[src/rtl/ber_pkg.sv]
package ber_pkg;

    typedef enum logic {
        TX_OFF,
        TX_RUN
    } tx_state_t;

    typedef enum logic [1:0] {
        RX_OFF,
        RX_LOAD,
        RX_CHECK
    } rx_state_t;

    // Feedback bit of a two-tap Fibonacci register, oldest bit at MSB.
    function automatic logic prbs_fb(input logic [31:0] q, input int unsigned w,
                                     input int unsigned tap);
        return q[w-1] ^ q[tap-1];
    endfunction

endpackage

[src/rtl/ber_prbs_tx.sv]
module ber_prbs_tx
    import ber_pkg::*;
#(
    parameter int unsigned PRBS_W = 15,
    parameter int unsigned PRBS_TAP = 14
) (
    input  logic clk,
    input  logic rst_n,
    input  logic en,
    input  logic strobe,
    input  logic sel,
    input  logic din,
    output logic dout
);
    localparam logic [PRBS_W-1:0] SEED = {PRBS_W{1'b1}};

    tx_state_t       state_q, state_d;
    logic [PRBS_W-1:0] lfsr_q, lfsr_d;
    logic            running;
    logic            fb;

    always_ff @(posedge clk) begin
        if (!rst_n) begin
            state_q <= TX_OFF;
            lfsr_q  <= SEED;
        end else begin
            state_q <= state_d;
            lfsr_q  <= lfsr_d;
        end
    end

    always_comb begin
        state_d = state_q;
        unique case (state_q)
            TX_OFF: if (en)  state_d = TX_RUN;
            TX_RUN: if (!en) state_d = TX_OFF;
            default: state_d = TX_OFF;
        endcase
    end

    always_comb begin
        running = (state_q == TX_RUN) && en;
        fb      = prbs_fb(32'(lfsr_q), PRBS_W, PRBS_TAP);
        lfsr_d  = lfsr_q;
        if (!running) begin
            lfsr_d = SEED;
        end else if (strobe && sel) begin
            lfsr_d = {lfsr_q[PRBS_W-2:0], fb};
        end
    end

    always_comb begin
        if (!sel) begin
            dout = din;
        end else if (running) begin
            dout = lfsr_q[PRBS_W-1];
        end else begin
            dout = 1'b1;
        end
    end

endmodule

[src/rtl/ber_rx_check.sv]
module ber_rx_check
    import ber_pkg::*;
#(
    parameter int unsigned PRBS_W = 15,
    parameter int unsigned PRBS_TAP = 14
) (
    input  logic clk,
    input  logic rst_n,
    input  logic en,
    input  logic strobe,
    input  logic sel,
    input  logic din,
    output logic err
);
    localparam int unsigned LCNT_W = $clog2(PRBS_W + 1);
    localparam logic [LCNT_W-1:0] LAST = LCNT_W'(PRBS_W - 1);

    rx_state_t         state_q, state_d;
    logic [PRBS_W-1:0] sr_q, sr_d;
    logic [LCNT_W-1:0] lcnt_q, lcnt_d;
    logic              take;
    logic              exp_bit;

    always_ff @(posedge clk) begin
        if (!rst_n) begin
            state_q <= RX_OFF;
            sr_q    <= '0;
            lcnt_q  <= '0;
        end else begin
            state_q <= state_d;
            sr_q    <= sr_d;
            lcnt_q  <= lcnt_d;
        end
    end

    always_comb begin
        take    = strobe && sel && en;
        exp_bit = prbs_fb(32'(sr_q), PRBS_W, PRBS_TAP);
    end

    always_comb begin
        state_d = state_q;
        sr_d    = sr_q;
        lcnt_d  = lcnt_q;
        unique case (state_q)
            RX_OFF: begin
                lcnt_d = '0;
                if (en) state_d = RX_LOAD;
            end
            RX_LOAD: begin
                if (!en) begin
                    state_d = RX_OFF;
                end else if (take) begin
                    sr_d = {sr_q[PRBS_W-2:0], din};
                    if (lcnt_q == LAST) begin
                        lcnt_d  = '0;
                        state_d = RX_CHECK;
                    end else begin
                        lcnt_d = lcnt_q + 1'b1;
                    end
                end
            end
            RX_CHECK: begin
                if (!en) begin
                    state_d = RX_OFF;
                end else if (take) begin
                    sr_d = {sr_q[PRBS_W-2:0], exp_bit};
                end
            end
            default: state_d = RX_OFF;
        endcase
    end

    always_comb begin
        err = (state_q == RX_CHECK) && take && (din != exp_bit);
    end

endmodule

[src/rtl/ber_err_counter.sv]
module ber_err_counter #(
    parameter int unsigned CNT_W = 16
) (
    input  logic             clk,
    input  logic             rst_n,
    input  logic             clr,
    input  logic             inc,
    output logic [CNT_W-1:0] count
);
    localparam logic [CNT_W-1:0] TOP = {CNT_W{1'b1}};

    logic [CNT_W-1:0] cnt_q;

    always_ff @(posedge clk) begin
        if (!rst_n) begin
            cnt_q <= '0;
        end else if (clr) begin
            cnt_q <= '0;
        end else if (inc && (cnt_q != TOP)) begin
            cnt_q <= cnt_q + 1'b1;
        end
    end

    assign count = cnt_q;

endmodule

[src/rtl/ber_test_unit.sv]
module ber_test_unit #(
    parameter int unsigned PRBS_W = 15,
    parameter int unsigned PRBS_TAP = 14,
    parameter int unsigned CNT_W = 16
) (
    input  logic             clk,
    input  logic             rst_n,
    input  logic             ber_en,
    input  logic             cnt_clr,
    input  logic             tx_strobe,
    input  logic             tx_sel,
    input  logic             tx_din,
    output logic             tx_dout,
    input  logic             rx_strobe,
    input  logic             rx_sel,
    input  logic             rx_din,
    output logic [CNT_W-1:0] err_count
);
    logic rx_err;

    ber_prbs_tx #(.PRBS_W(PRBS_W), .PRBS_TAP(PRBS_TAP)) u_tx (
        .clk(clk), .rst_n(rst_n), .en(ber_en), .strobe(tx_strobe),
        .sel(tx_sel), .din(tx_din), .dout(tx_dout)
    );

    ber_rx_check #(.PRBS_W(PRBS_W), .PRBS_TAP(PRBS_TAP)) u_rx (
        .clk(clk), .rst_n(rst_n), .en(ber_en), .strobe(rx_strobe),
        .sel(rx_sel), .din(rx_din), .err(rx_err)
    );

    ber_err_counter #(.CNT_W(CNT_W)) u_cnt (
        .clk(clk), .rst_n(rst_n), .clr(cnt_clr), .inc(rx_err),
        .count(err_count)
    );

endmodule

[config.mk]
export PLATFORM = sky130hd
export DESIGN_NAME = ber_test_unit
export DESIGN_NICKNAME = d
export VERILOG_FILES = /design/src/rtl/ber_pkg.sv /design/src/rtl/ber_prbs_tx.sv /design/src/rtl/ber_rx_check.sv /design/src/rtl/ber_err_counter.sv /design/src/rtl/ber_test_unit.sv
export SDC_FILE = /design/constraint.sdc
export NUM_CORES = 1
export LEC_CHECK = 0
export BUFFER_PORTS_ARGS = -buffer_cell sky130_fd_sc_hd__buf_2
export CAP_MARGIN = 20
export CELL_PAD_IN_SITES_DETAIL_PLACEMENT = 1
export CELL_PAD_IN_SITES_GLOBAL_PLACEMENT = 1
export CORE_MARGIN = 2
export CORE_UTILIZATION = 44
export DETAILED_ROUTE_END_ITERATION = 12
export MAX_ROUTING_LAYER = met4
export PLACE_DENSITY_LB_ADDON = 0.25
export SLEW_MARGIN = 30
export SYNTH_ARGS = -nofsm -noshare
export SYNTH_HDL_FRONTEND = slang
export SYNTH_SLANG_ARGS = --single-unit
[constraint.sdc]
create_clock -name clk -period 2.53 [get_ports clk]
set_input_delay 0.253 -clock clk [delete_from_list [all_inputs] [get_ports clk]]
set_output_delay 0.253 -clock clk [all_outputs]
set_load 0.01 [all_outputs]
==> impl_metrics.csv, run 1 <==
group,metric,value,unit
timing,timing.final.crit_share,81.7,%
floorplanning,die_area,6080,um^2
routing,drtIter0Drc,102,
clock_network,cts.sinks,53,
timing,fin_skew,0.00460,ns
placed_design,port_buffers,26,
routing,first_pass_iters,4,
logic_synthesis,yosysWarnings,0,
logic_synthesis,syn_nets,282,
power_and_ir_drop,powerDensity,529,nW/um^2
floorplanning,ios,27,
logic_synthesis,ys_async_sr_fraction,0,%
finish,antenna_cells,0,
setup_path,path_class,"flop to flop",
hold_path,hold_path.class,"input port to flop",
floorplanning,die_h,78.0,um
logic_synthesis,synth_seq_area_share,44.1,%
clock_network,hold_buffers,0,
clock_network,cts_buffers,5,
clock_network,htree_levels,2,
timing,rsz0062_at_grt,"false",
timing,worstMarginPinSlew,0.704,ns
floorplanning,std_cell_rows,26,
power_and_ir_drop,p_leak,0.953,nW
finish,nets,301,
logic_synthesis,synth_cell_types,42,
logic_synthesis,synth-edff-count,0,
timing,hold_violations,0,
setup_path,cp-end-kind,"flop",
setup_path,worstPathRequired,2.76,ns
timing,layout_min_cycle_time,2.07,ns
clock_network,cts_resized,0,
clock_network,cts-root-buf,"clkbuf_8",
clock_network,clkTransAtPathRegs,0.09,ns
logic_synthesis,synth_area_leaders,"dfxtp_1 44%, nand2_1 5.6%, mux2i_1 5.0%, nand3_1 4.8%, o31ai_1 4.1%",
global_routing,grt_use_total,18.8,%
timing,setup_viol,0,
setup_path,cp_max_fo,29,
routing,wl_per_cell,13.9,um
routing,vias,1983,
floorplanning,initial_utilization,46.2,%
logic_synthesis,ys_ff_latch,53,
global_routing,antenna_found_initial,0,
global_routing,grt_max_degree,30,
placed_design,dp_hpwl,3.42,mm
finish,final_util,50.4,%
outcome,status,"completed",
routing,postRouteWirelength,4.98,mm
job,drv_cap,0,
logic_synthesis,synth_top_area_cell,"dfxtp_1",
setup_path,r2r_start,"u_rx.sr_q[14]",
global_routing,grt_pass1_wl,8.91,mm
floorplanning,die_w,78.0,um
timing,slew_headroom,53.0,%
setup_path,start_kind,"flop",
clock_network,cts_tree,"built",
logic_synthesis,syn_avg_cell_area,8.94,um^2
floorplanning,design.core.area,5200,um^2
power_and_ir_drop,peakVddDrop,0.287,mV
logic_synthesis,syn_area,2410,um^2
timing,finalSetupTns,0,ns
global_routing,overflow,0,
clock_network,cts_setup_buffers,0,
global_routing,grt_pass1_vias,1886,
logic_synthesis,postSynthCellCount,269,
routing,vias_per_cell,5.52,
logic_synthesis,synth_top_area_share,44.1,%
timing,fmaxAchievable,484,MHz
setup_path,startpoint,"u_rx.sr_q[14]",
setup_path,arrival,2.30,ns
timing,maxSlewViolCount,0,
finish,drive_above_1_share,14.5,%
finish,area_growth_syn_to_layout,9.10,%
routing,antenna_left,0,
hold_path,hold_start,"ber_en",
routing,drc,0,
logic_synthesis,synth-main-ff-cell,"dfxtp_1",
clock_network,clkLatencyLatePin,0.31,ns
placed_design,place_congestion,0.750,
clock_network,cts_buffer_depth,2,
cell usage after synthesis (all sizes together), types with 4 or more instances:
cell,count
o31ai,13
nor2b,12
and4,4
a21oi,18
and2,5
clkbuf,9
nand2,36
o21ai,6
or4,12
nor2,10
nand3,24
mux2i,12
dfxtp,53
nand4,8
buf,8
xnor2,5
worst max-delay path, stage by stage (launching register included):
cell and delay, ns:
dfxtp_1 0.37, xnor3_1 0.41, or3_4 0.47, or4_1 0.55, a21oi_1 0.17
state kept, by name, summed over array words and instances, names as in the netlist:
signal        flops
u_rx.lcnt_q       4
u_tx.state_q      1
u_rx.state_q      2
u_rx.sr_q        15
u_tx.lfsr_q      15
u_cnt.count      16
cell families (layout without fill, tap and decap cells):
logic type	count (synthesis)	count (layout)	share of synthesized area (%)
multiplexers	12	12	4.99
XOR/XNOR	7	7	3.12
AND/OR/NAND/NOR	126	126	28.7
AO/OA/AOI/OAI	48	48	12.6
adder cells (fa/ha/maj)	3	3	1.56
flip-flops	53	53	44.1
buffers and inverters	20	40	4.94
through the flow:
stage	cells	hold WS, ns	setup WS [ns]	cell area, um^2	total power [mW]
after floorplan	269	0.381	0.640	2410	0.912
after global placement	351	0.452	0.570	2540	0.929
after global routing	359	0.232	0.345	2630	1.46
after CTS	359	0.218	0.481	2630	1.42
after detailed placement	351	0.456	0.507	2540	0.931
final	359	0.230	0.463	2630	1.39
path summary, 6_finish.rpt:
| check | end | cells past startpoint | slack [ns] |
|---|---|---|---|
| setup / recovery | u_cnt.count[15] | 4 | 0.46 |
| hold / removal | u_tx.state_q | 2 | 0.23 |
| setup reg to reg | u_cnt.count[15] | 4 | 0.46 |
| hold reg to reg | u_tx.lfsr_q[10] | 2 | 0.47 |
placed cells by master (no fill, tap or decap), types with 4 or more instances in the layout:
cell      synthesis  layout
nand4_1           8       8
o21ai_0           6       6
a21oi_1          18      18
or4_1            12      12
mux2i_1          12      12
dfxtp_1          53      53
buf_2             1      26
clkbuf_8          0       5
nand3_1          23      23
o31ai_1          13      13
and2_1            4       4
nor2_1            9       9
xnor2_1           5       5
and4_1            4       4
nand2_1          36      36
nor2b_1          12      12
layout make-up:
cell class	count	area, um^2
flip-flops and latches	53	1060
inverters	3	11.3
well taps	70	87.6
repair buffers	29	153
multi-input cells	196	1230
fillers	644	2580
clock inverters	2	13.8
clock buffers	6	72.6
metal layers:
layer / vias up / part of all wire [%] / global-route usage, %
met3: 8 / 3.6 / 4.30
met1: 940 / 50 / 25.0
li1: 1004 / - / -
met4: 0 / 1.5 / 7.37
met5: - / 0 / -
met2: 31 / 45 / 27.8
power breakdown:
group / switching [mW] / leakage (nW) / internal, mW
logic: 0.0388 / 0.479 / 0.0260
registers: 0.00554 / 0.428 / 0.840
clock network: 0.282 / 0.0456 / 0.198
total: 0.326 / 0.953 / 1.06
Note: power is estimated with default switching activity, not from simulation.
==> inputs of run 2 (changes only) <==
--- a/config.mk
+++ b/config.mk
@@ -5,12 +5,13 @@
 export SDC_FILE = /design/constraint.sdc
 export NUM_CORES = 1
 export LEC_CHECK = 0
+export ABC_AREA = 1
 export BUFFER_PORTS_ARGS = -buffer_cell sky130_fd_sc_hd__buf_2
 export CAP_MARGIN = 20
 export CELL_PAD_IN_SITES_DETAIL_PLACEMENT = 1
 export CELL_PAD_IN_SITES_GLOBAL_PLACEMENT = 1
 export CORE_MARGIN = 2
-export CORE_UTILIZATION = 44
+export CORE_UTILIZATION = 41
 export DETAILED_ROUTE_END_ITERATION = 12
 export MAX_ROUTING_LAYER = met4
 export PLACE_DENSITY_LB_ADDON = 0.25
==> constraint.sdc (replaced) <==
create_clock -name clk -period 1.95 [get_ports clk]
set_input_delay 0.195 -clock clk [delete_from_list [all_inputs] [get_ports clk]]
set_output_delay 0.195 -clock clk [all_outputs]
set_load 0.01 [all_outputs]
==> impl_metrics.csv, run 2 <==
group,metric,value,unit
outcome,status,"completed",
logic_synthesis,synth-edff-count,0,
clock_network,cts_resized,0,
logic_synthesis,syn_avg_cell_area,6.75,um^2
timing,finalSetupTns,0,ns
power_and_ir_drop,powerDensity,671,nW/um^2
clock_network,clkLatencyLatePin,0.31,ns
routing,vias_per_cell,5.09,
timing,rsz0062_at_grt,"false",
finish,final_common_cell,"nand2_1",
setup_path,start_kind,"flop",
timing,hold_violations,0,
clock_network,clkTransAtPathRegs,0.10,ns
logic_synthesis,yosysWarnings,0,
setup_path,worstPathRequired,2.15,ns
clock_network,cts_buffer_depth,2,
logic_synthesis,synth_seq_area_share,41.3,%
clock_network,cts-root-buf,"clkbuf_8",
hold_path,hold_path.class,"input port to flop",
global_routing,grt_use_total,20.0,%
timing,timing.final.crit_share,88.1,%
logic_synthesis,synth-main-ff-cell,"dfxtp_1",
global_routing,antenna_found_initial,0,
setup_path,path_class,"flop to flop",
global_routing,grt_pass1_wl,11.2,mm
setup_path,r2r_start,"u_cnt.count[0]",
clock_network,htree_levels,2,
logic_synthesis,synth_area_leaders,"dfxtp_1 41%, nand2_1 16%, nor2_1 11%, inv_1 5.1%, nand3_1 5.1%",
routing,vias,2474,
placed_design,dp_hpwl,4.66,mm
routing,first_pass_iters,4,
global_routing,grtUsageMet1,25.0,%
global_routing,grt_pass1_vias,2481,
clock_network,cts_buffers,5,
setup_path,startpoint,"u_cnt.count[0]",
routing,wl_per_cell,12.9,um
finish,antenna_cells,0,
timing,holdWs,0.173,ns
job,drv_cap,0,
logic_synthesis,synth.most_common_cell,"nand2_1",
clock_network,cts_tree,"built",
setup_path,cp_max_fo,8,
power_and_ir_drop,p_leak,1.37,nW
floorplanning,die_area,6920,um^2
global_routing,met2_usage,33.4,%
floorplanning,initial_utilization,42.9,%
logic_synthesis,postSynthCellCount,381,
setup_path,timing.rr.end,"u_cnt.count[14]",
global_routing,grt_busiest_layer,"met2",
logic_synthesis,ys_ff_latch,53,
global_routing,overflow,0,
routing,drc,0,
setup_path,cp-endpoint,"u_cnt.count[14]",
logic_synthesis,synth_top_area_cell,"dfxtp_1",
floorplanning,design.core.area,5990,um^2
timing,fmaxAchievable,582,MHz
setup_path,reg2reg_depth,9,
timing,worstMarginPinSlew,0.490,ns
placed_design,place_congestion,0.767,
timing,setup_viol,0,
logic_synthesis,synth_top_area_share,41.3,%
routing,postRouteWirelength,6.29,mm
placed_design,port_buffers,26,
clock_network,cts.sinks,53,
global_routing,grt_max_degree,18,
logic_synthesis,synth_cell_types,30,
finish,largest_reg_flops,16,
finish,nets,423,
logic_synthesis,syn_area,2570,um^2
clock_network,cts_setup_buffers,0,
timing,slew_headroom,67.2,%
routing,drtIter0Drc,91,
logic_synthesis,synth_commonest_cells,"113 x nand2_1, 76 x nor2_1, 53 x dfxtp_1",
setup_path,reg2reg_slack,0.23,ns
power_and_ir_drop,peakVddDrop,0.369,mV
floorplanning,die_h,83.2,um
clock_network,hold_buffers,0,
power_and_ir_drop,p_total,1.92,mW
finish,drive_above_1_share,12.7,%
global_routing,met3_usage,3.68,%
finish,layout_common_cells,"113 x nand2_1, 76 x nor2_1, 53 x dfxtp_1",
floorplanning,ios,27,
timing,maxSlewViolCount,0,
floorplanning,die_w,83.2,um
timing,layout_min_cycle_time,1.72,ns
routing,antenna_left,0,
logic_synthesis,ys_async_sr_fraction,0,%
setup_path,cp-end-kind,"flop",
logic_synthesis,syn_nets,394,
timing,fin_skew,0.00531,ns
setup_path,arrival,1.92,ns
floorplanning,std_cell_rows,28,
finish,area_growth_syn_to_layout,11.6,%
run 2: worst min-delay path by stage:
stage               cells after the start  slack [ns]      startpoint         endpoint
floorplan                               2        0.29          ber_en     u_tx.state_q
global placement                        2        0.44  u_tx.lfsr_q[0]   u_tx.lfsr_q[1]
detailed placement                      2        0.45  u_tx.lfsr_q[0]   u_tx.lfsr_q[1]
CTS                                     3        0.17           rst_n  u_rx.state_q[1]
global route                            3        0.19          ber_en     u_tx.state_q
finish                                  3        0.17           rst_n  u_rx.state_q[1]
run 2: critical path, stage by stage (launching register included):
cell and delay (ns):
dfxtp_1 0.37, ha_1 0.26, nand2_2 0.08, nor2_2 0.04, nand2_2 0.15, inv_1 0.10
nand2_1 0.08, nand3_1 0.27, nor2_1 0.20, nor2_1 0.08
run 2: report_power, final:
part	switching (mW)	internal [mW]
Clock	0.369	0.257
Combinational	0.117	0.0572
Sequential	0.0173	1.11
Total	0.503	1.42
run 2: area by class of cell:
class                   instances  area [um^2]
clock buffers                   6         72.6
clock inverters                 2         13.8
fillers                       815         3120
inverters                      35          131
multi-input cells             283         1320
flip-flops and latches         53         1060
well taps                      75         93.8
repair buffers                 32          175
run 2: metal layers:
layer | up-vias | wire length (um)
li1 | 1254 | -
met4 | 0 | 65
met2 | 29 | 3120
met1 | 1184 | 2950
met5 | - | 0
met3 | 7 | 146
run 2: cells by family after synthesis:
| kind of cell | count (synthesis) | synth area share (%) |
|---|---|---|
| AOI/OAI and AO/OA | 40 | 8.95 |
| xor gates and xnor gates | 7 | 2.38 |
| adders and majority gates | 3 | 1.46 |
| buffers and inverters | 45 | 7.35 |
| DFF | 53 | 41.3 |
| and+or+nand+nor | 233 | 38.6 |
run 2: per-stage QoR:
step	worst slack [ns]	area [um^2]	std cells	util [%]
after floorplan	0.424	2570	381	-
after global routing	0.0374	2870	486	47.9
after global placement	0.303	2780	478	46.4
after detailed placement	0.231	2780	478	46.4
final	0.232	2870	486	47.9
after CTS	0.212	2870	486	47.9
==> inputs of run 3 (changes only) <==
--- a/config.mk
+++ b/config.mk
@@ -15,7 +15,8 @@
 export DETAILED_ROUTE_END_ITERATION = 12
 export MAX_ROUTING_LAYER = met4
 export PLACE_DENSITY_LB_ADDON = 0.25
-export SLEW_MARGIN = 30
+export REMOVE_ABC_BUFFERS = 1
+export SLEW_MARGIN = 20
 export SYNTH_ARGS = -nofsm -noshare
 export SYNTH_HDL_FRONTEND = slang
 export SYNTH_SLANG_ARGS = --single-unit
==> impl_metrics.csv, run 3 (synthesis gave the netlist of run 2 again) <==
group,metric,value,unit
timing,fin_skew,0.0106,ns
clock_network,cts_setup_buffers,0,
clock_network,htree_levels,2,
clock_network,cts_tree,"built",
setup_path,cp-end-kind,"flop",
power_and_ir_drop,powerDensity,668,nW/um^2
setup_path,crit_chain,"ha_1 > nand2_2 > nor2_2 > nand2_2 > inv_1 > nand2_1 > nand3_1 > nor2_1 > nor2_1",
job,drv_cap,0,
clock_network,cts_resized,0,
timing,timing.final.crit_share,88.2,%
hold_path,hold_path.class,"input port to flop",
clock_network,cts-root-buf,"clkbuf_8",
floorplanning,design.core.area,5990,um^2
setup_path,cp_max_fo,8,
global_routing,grt_max_degree,19,
timing,worstMarginPinSlew,0.479,ns
clock_network,cts.sinks,53,
setup_path,worstPathBufferInverterCount,1,
power_and_ir_drop,clkPwrFrac,32.1,%
setup_path,start_kind,"flop",
finish,final_util,47.8,%
timing,hold_violations,0,
clock_network,clkLatencyLatePin,0.31,ns
power_and_ir_drop,switching_power,498,uW
global_routing,grt_pass1_vias,2464,
timing,slew_headroom,68.0,%
power_and_ir_drop,p_leak,1.36,nW
timing,setup_viol,0,
routing,drtIter0Drc,118,
timing,fmaxAchievable,582,MHz
placed_design,port_buffers,26,
power_and_ir_drop,p_int,1.41,mW
routing,wl_per_cell,12.3,um
timing,rsz0062_at_grt,"false",
floorplanning,die_area,6920,um^2
setup_path,path_class,"flop to flop",
placed_design,place_congestion,0.775,
finish,layout_common_cells,"113 x nand2_1, 76 x nor2_1, 53 x dfxtp_1",
floorplanning,die_w,83.2,um
floorplanning,die_h,83.2,um
power_and_ir_drop,peakVddDrop,0.405,mV
setup_path,crit_family,"simple AND/OR/NAND/NOR gates",
global_routing,antenna_found_initial,0,
timing,maxSlewViolCount,0,
routing,antenna_left,0,
global_routing,met3_usage,3.58,%
finish,largest_reg_flops,16,
clock_network,clkTransAtPathRegs,0.10,ns
power_and_ir_drop,p_sw_share,26.1,%
global_routing,grtUsageMet1,23.5,%
finish,area_growth_syn_to_layout,11.4,%
setup_path,cpPeakStageDelay,0.37,ns
global_routing,grt_use_total,19.2,%
outcome,status,"completed",
global_routing,overflow,0,
finish,fillers,813,
floorplanning,initial_utilization,42.9,%
clock_network,cts_buffers,5,
floorplanning,std_cell_rows,28,
global_routing,grt_pass1_wl,10.9,mm
timing,finalSetupTns,0,ns
routing,postRouteWirelength,6.00,mm
setup_path,slowest_stage,"dfxtp_1",
placed_design,dp_hpwl,4.39,mm
global_routing,met2_usage,32.9,%
power_and_ir_drop,p_comb_share,9.2,%
finish,drive_above_1_share,12.7,%
setup_path,worstPathRequired,2.17,ns
timing,holdWs,0.173,ns
global_routing,grt_busiest_layer,"met2",
clock_network,cts_buffer_depth,2,
floorplanning,ios,27,
finish,fin_area,2870,um^2
finish,nets,423,
routing,drc,0,
clock_network,hold_buffers,0,
routing,vias_per_cell,4.89,
routing,first_pass_iters,4,
power_and_ir_drop,seqPwrFrac,58.7,%
setup_path,arrival,1.93,ns
finish,final_common_cell,"nand2_1",
placed_design,post_dp_cell_area,2780,um^2
finish,antenna_cells,0,
routing,vias,2375,
timing,layout_min_cycle_time,1.72,ns
[run 3: cell type report]
| class | instances | area, um^2 | share of cell area [%] |
|---|---|---|---|
| timing repair buffer | 32 | 175 | 6.11 |
| multi-input combinational | 283 | 1320 | 46.1 |
| clock inverter | 2 | 10.0 | 0.349 |
| inverter | 35 | 131 | 4.59 |
| sequential | 53 | 1060 | 37.0 |
| clock buffer | 6 | 72.6 | 2.53 |
| tap | 75 | 93.8 | 3.28 |
[run 3: worst register-to-register path, cell delays in order (launching register included)]
cell,delay [ns]
dfxtp_1,0.37
ha_1,0.26
nand2_2,0.08
nor2_2,0.03
nand2_2,0.16
inv_1,0.10
nand2_1,0.09
nand3_1,0.27
nor2_1,0.20
nor2_1,0.06
[run 3: metrics by stage]
stage,power [mW],setup WS (ns),std cells
after floorplan,1.26,0.471,371
after global placement,1.32,0.357,478
after detailed placement,1.32,0.251,478
after CTS,1.94,0.219,486
after global routing,2.01,0.0234,486
final,1.91,0.231,486
[run 3: worst paths after layout]
path,from,to,slack (ns),cells past startpoint
setup reg to reg,u_cnt.count[0],u_cnt.count[15],0.23,9
hold / removal,ber_en,u_tx.state_q,0.17,3
setup / recovery,u_cnt.count[0],u_cnt.count[15],0.23,9
hold reg to reg,u_tx.lfsr_q[3],u_tx.lfsr_q[4],0.45,2
[run 3: power groups by stage]
stage	clock network [mW]	registers (mW)	logic, mW
5_1_grt	0.677	1.13	0.203
6_report	0.614	1.12	0.175
3_5_place_dp	0	1.15	0.176
3_3_place_gp	0	1.15	0.168
2_1_floorplan	0	1.15	0.114
4_1_cts	0.642	1.12	0.177
[run 3: routing by layer]
metal	up-vias	share of wire, %
met5	-	0
met4	0	1.1
met3	6	2.4
met2	23	47
met1	1094	49
li1	1252	-
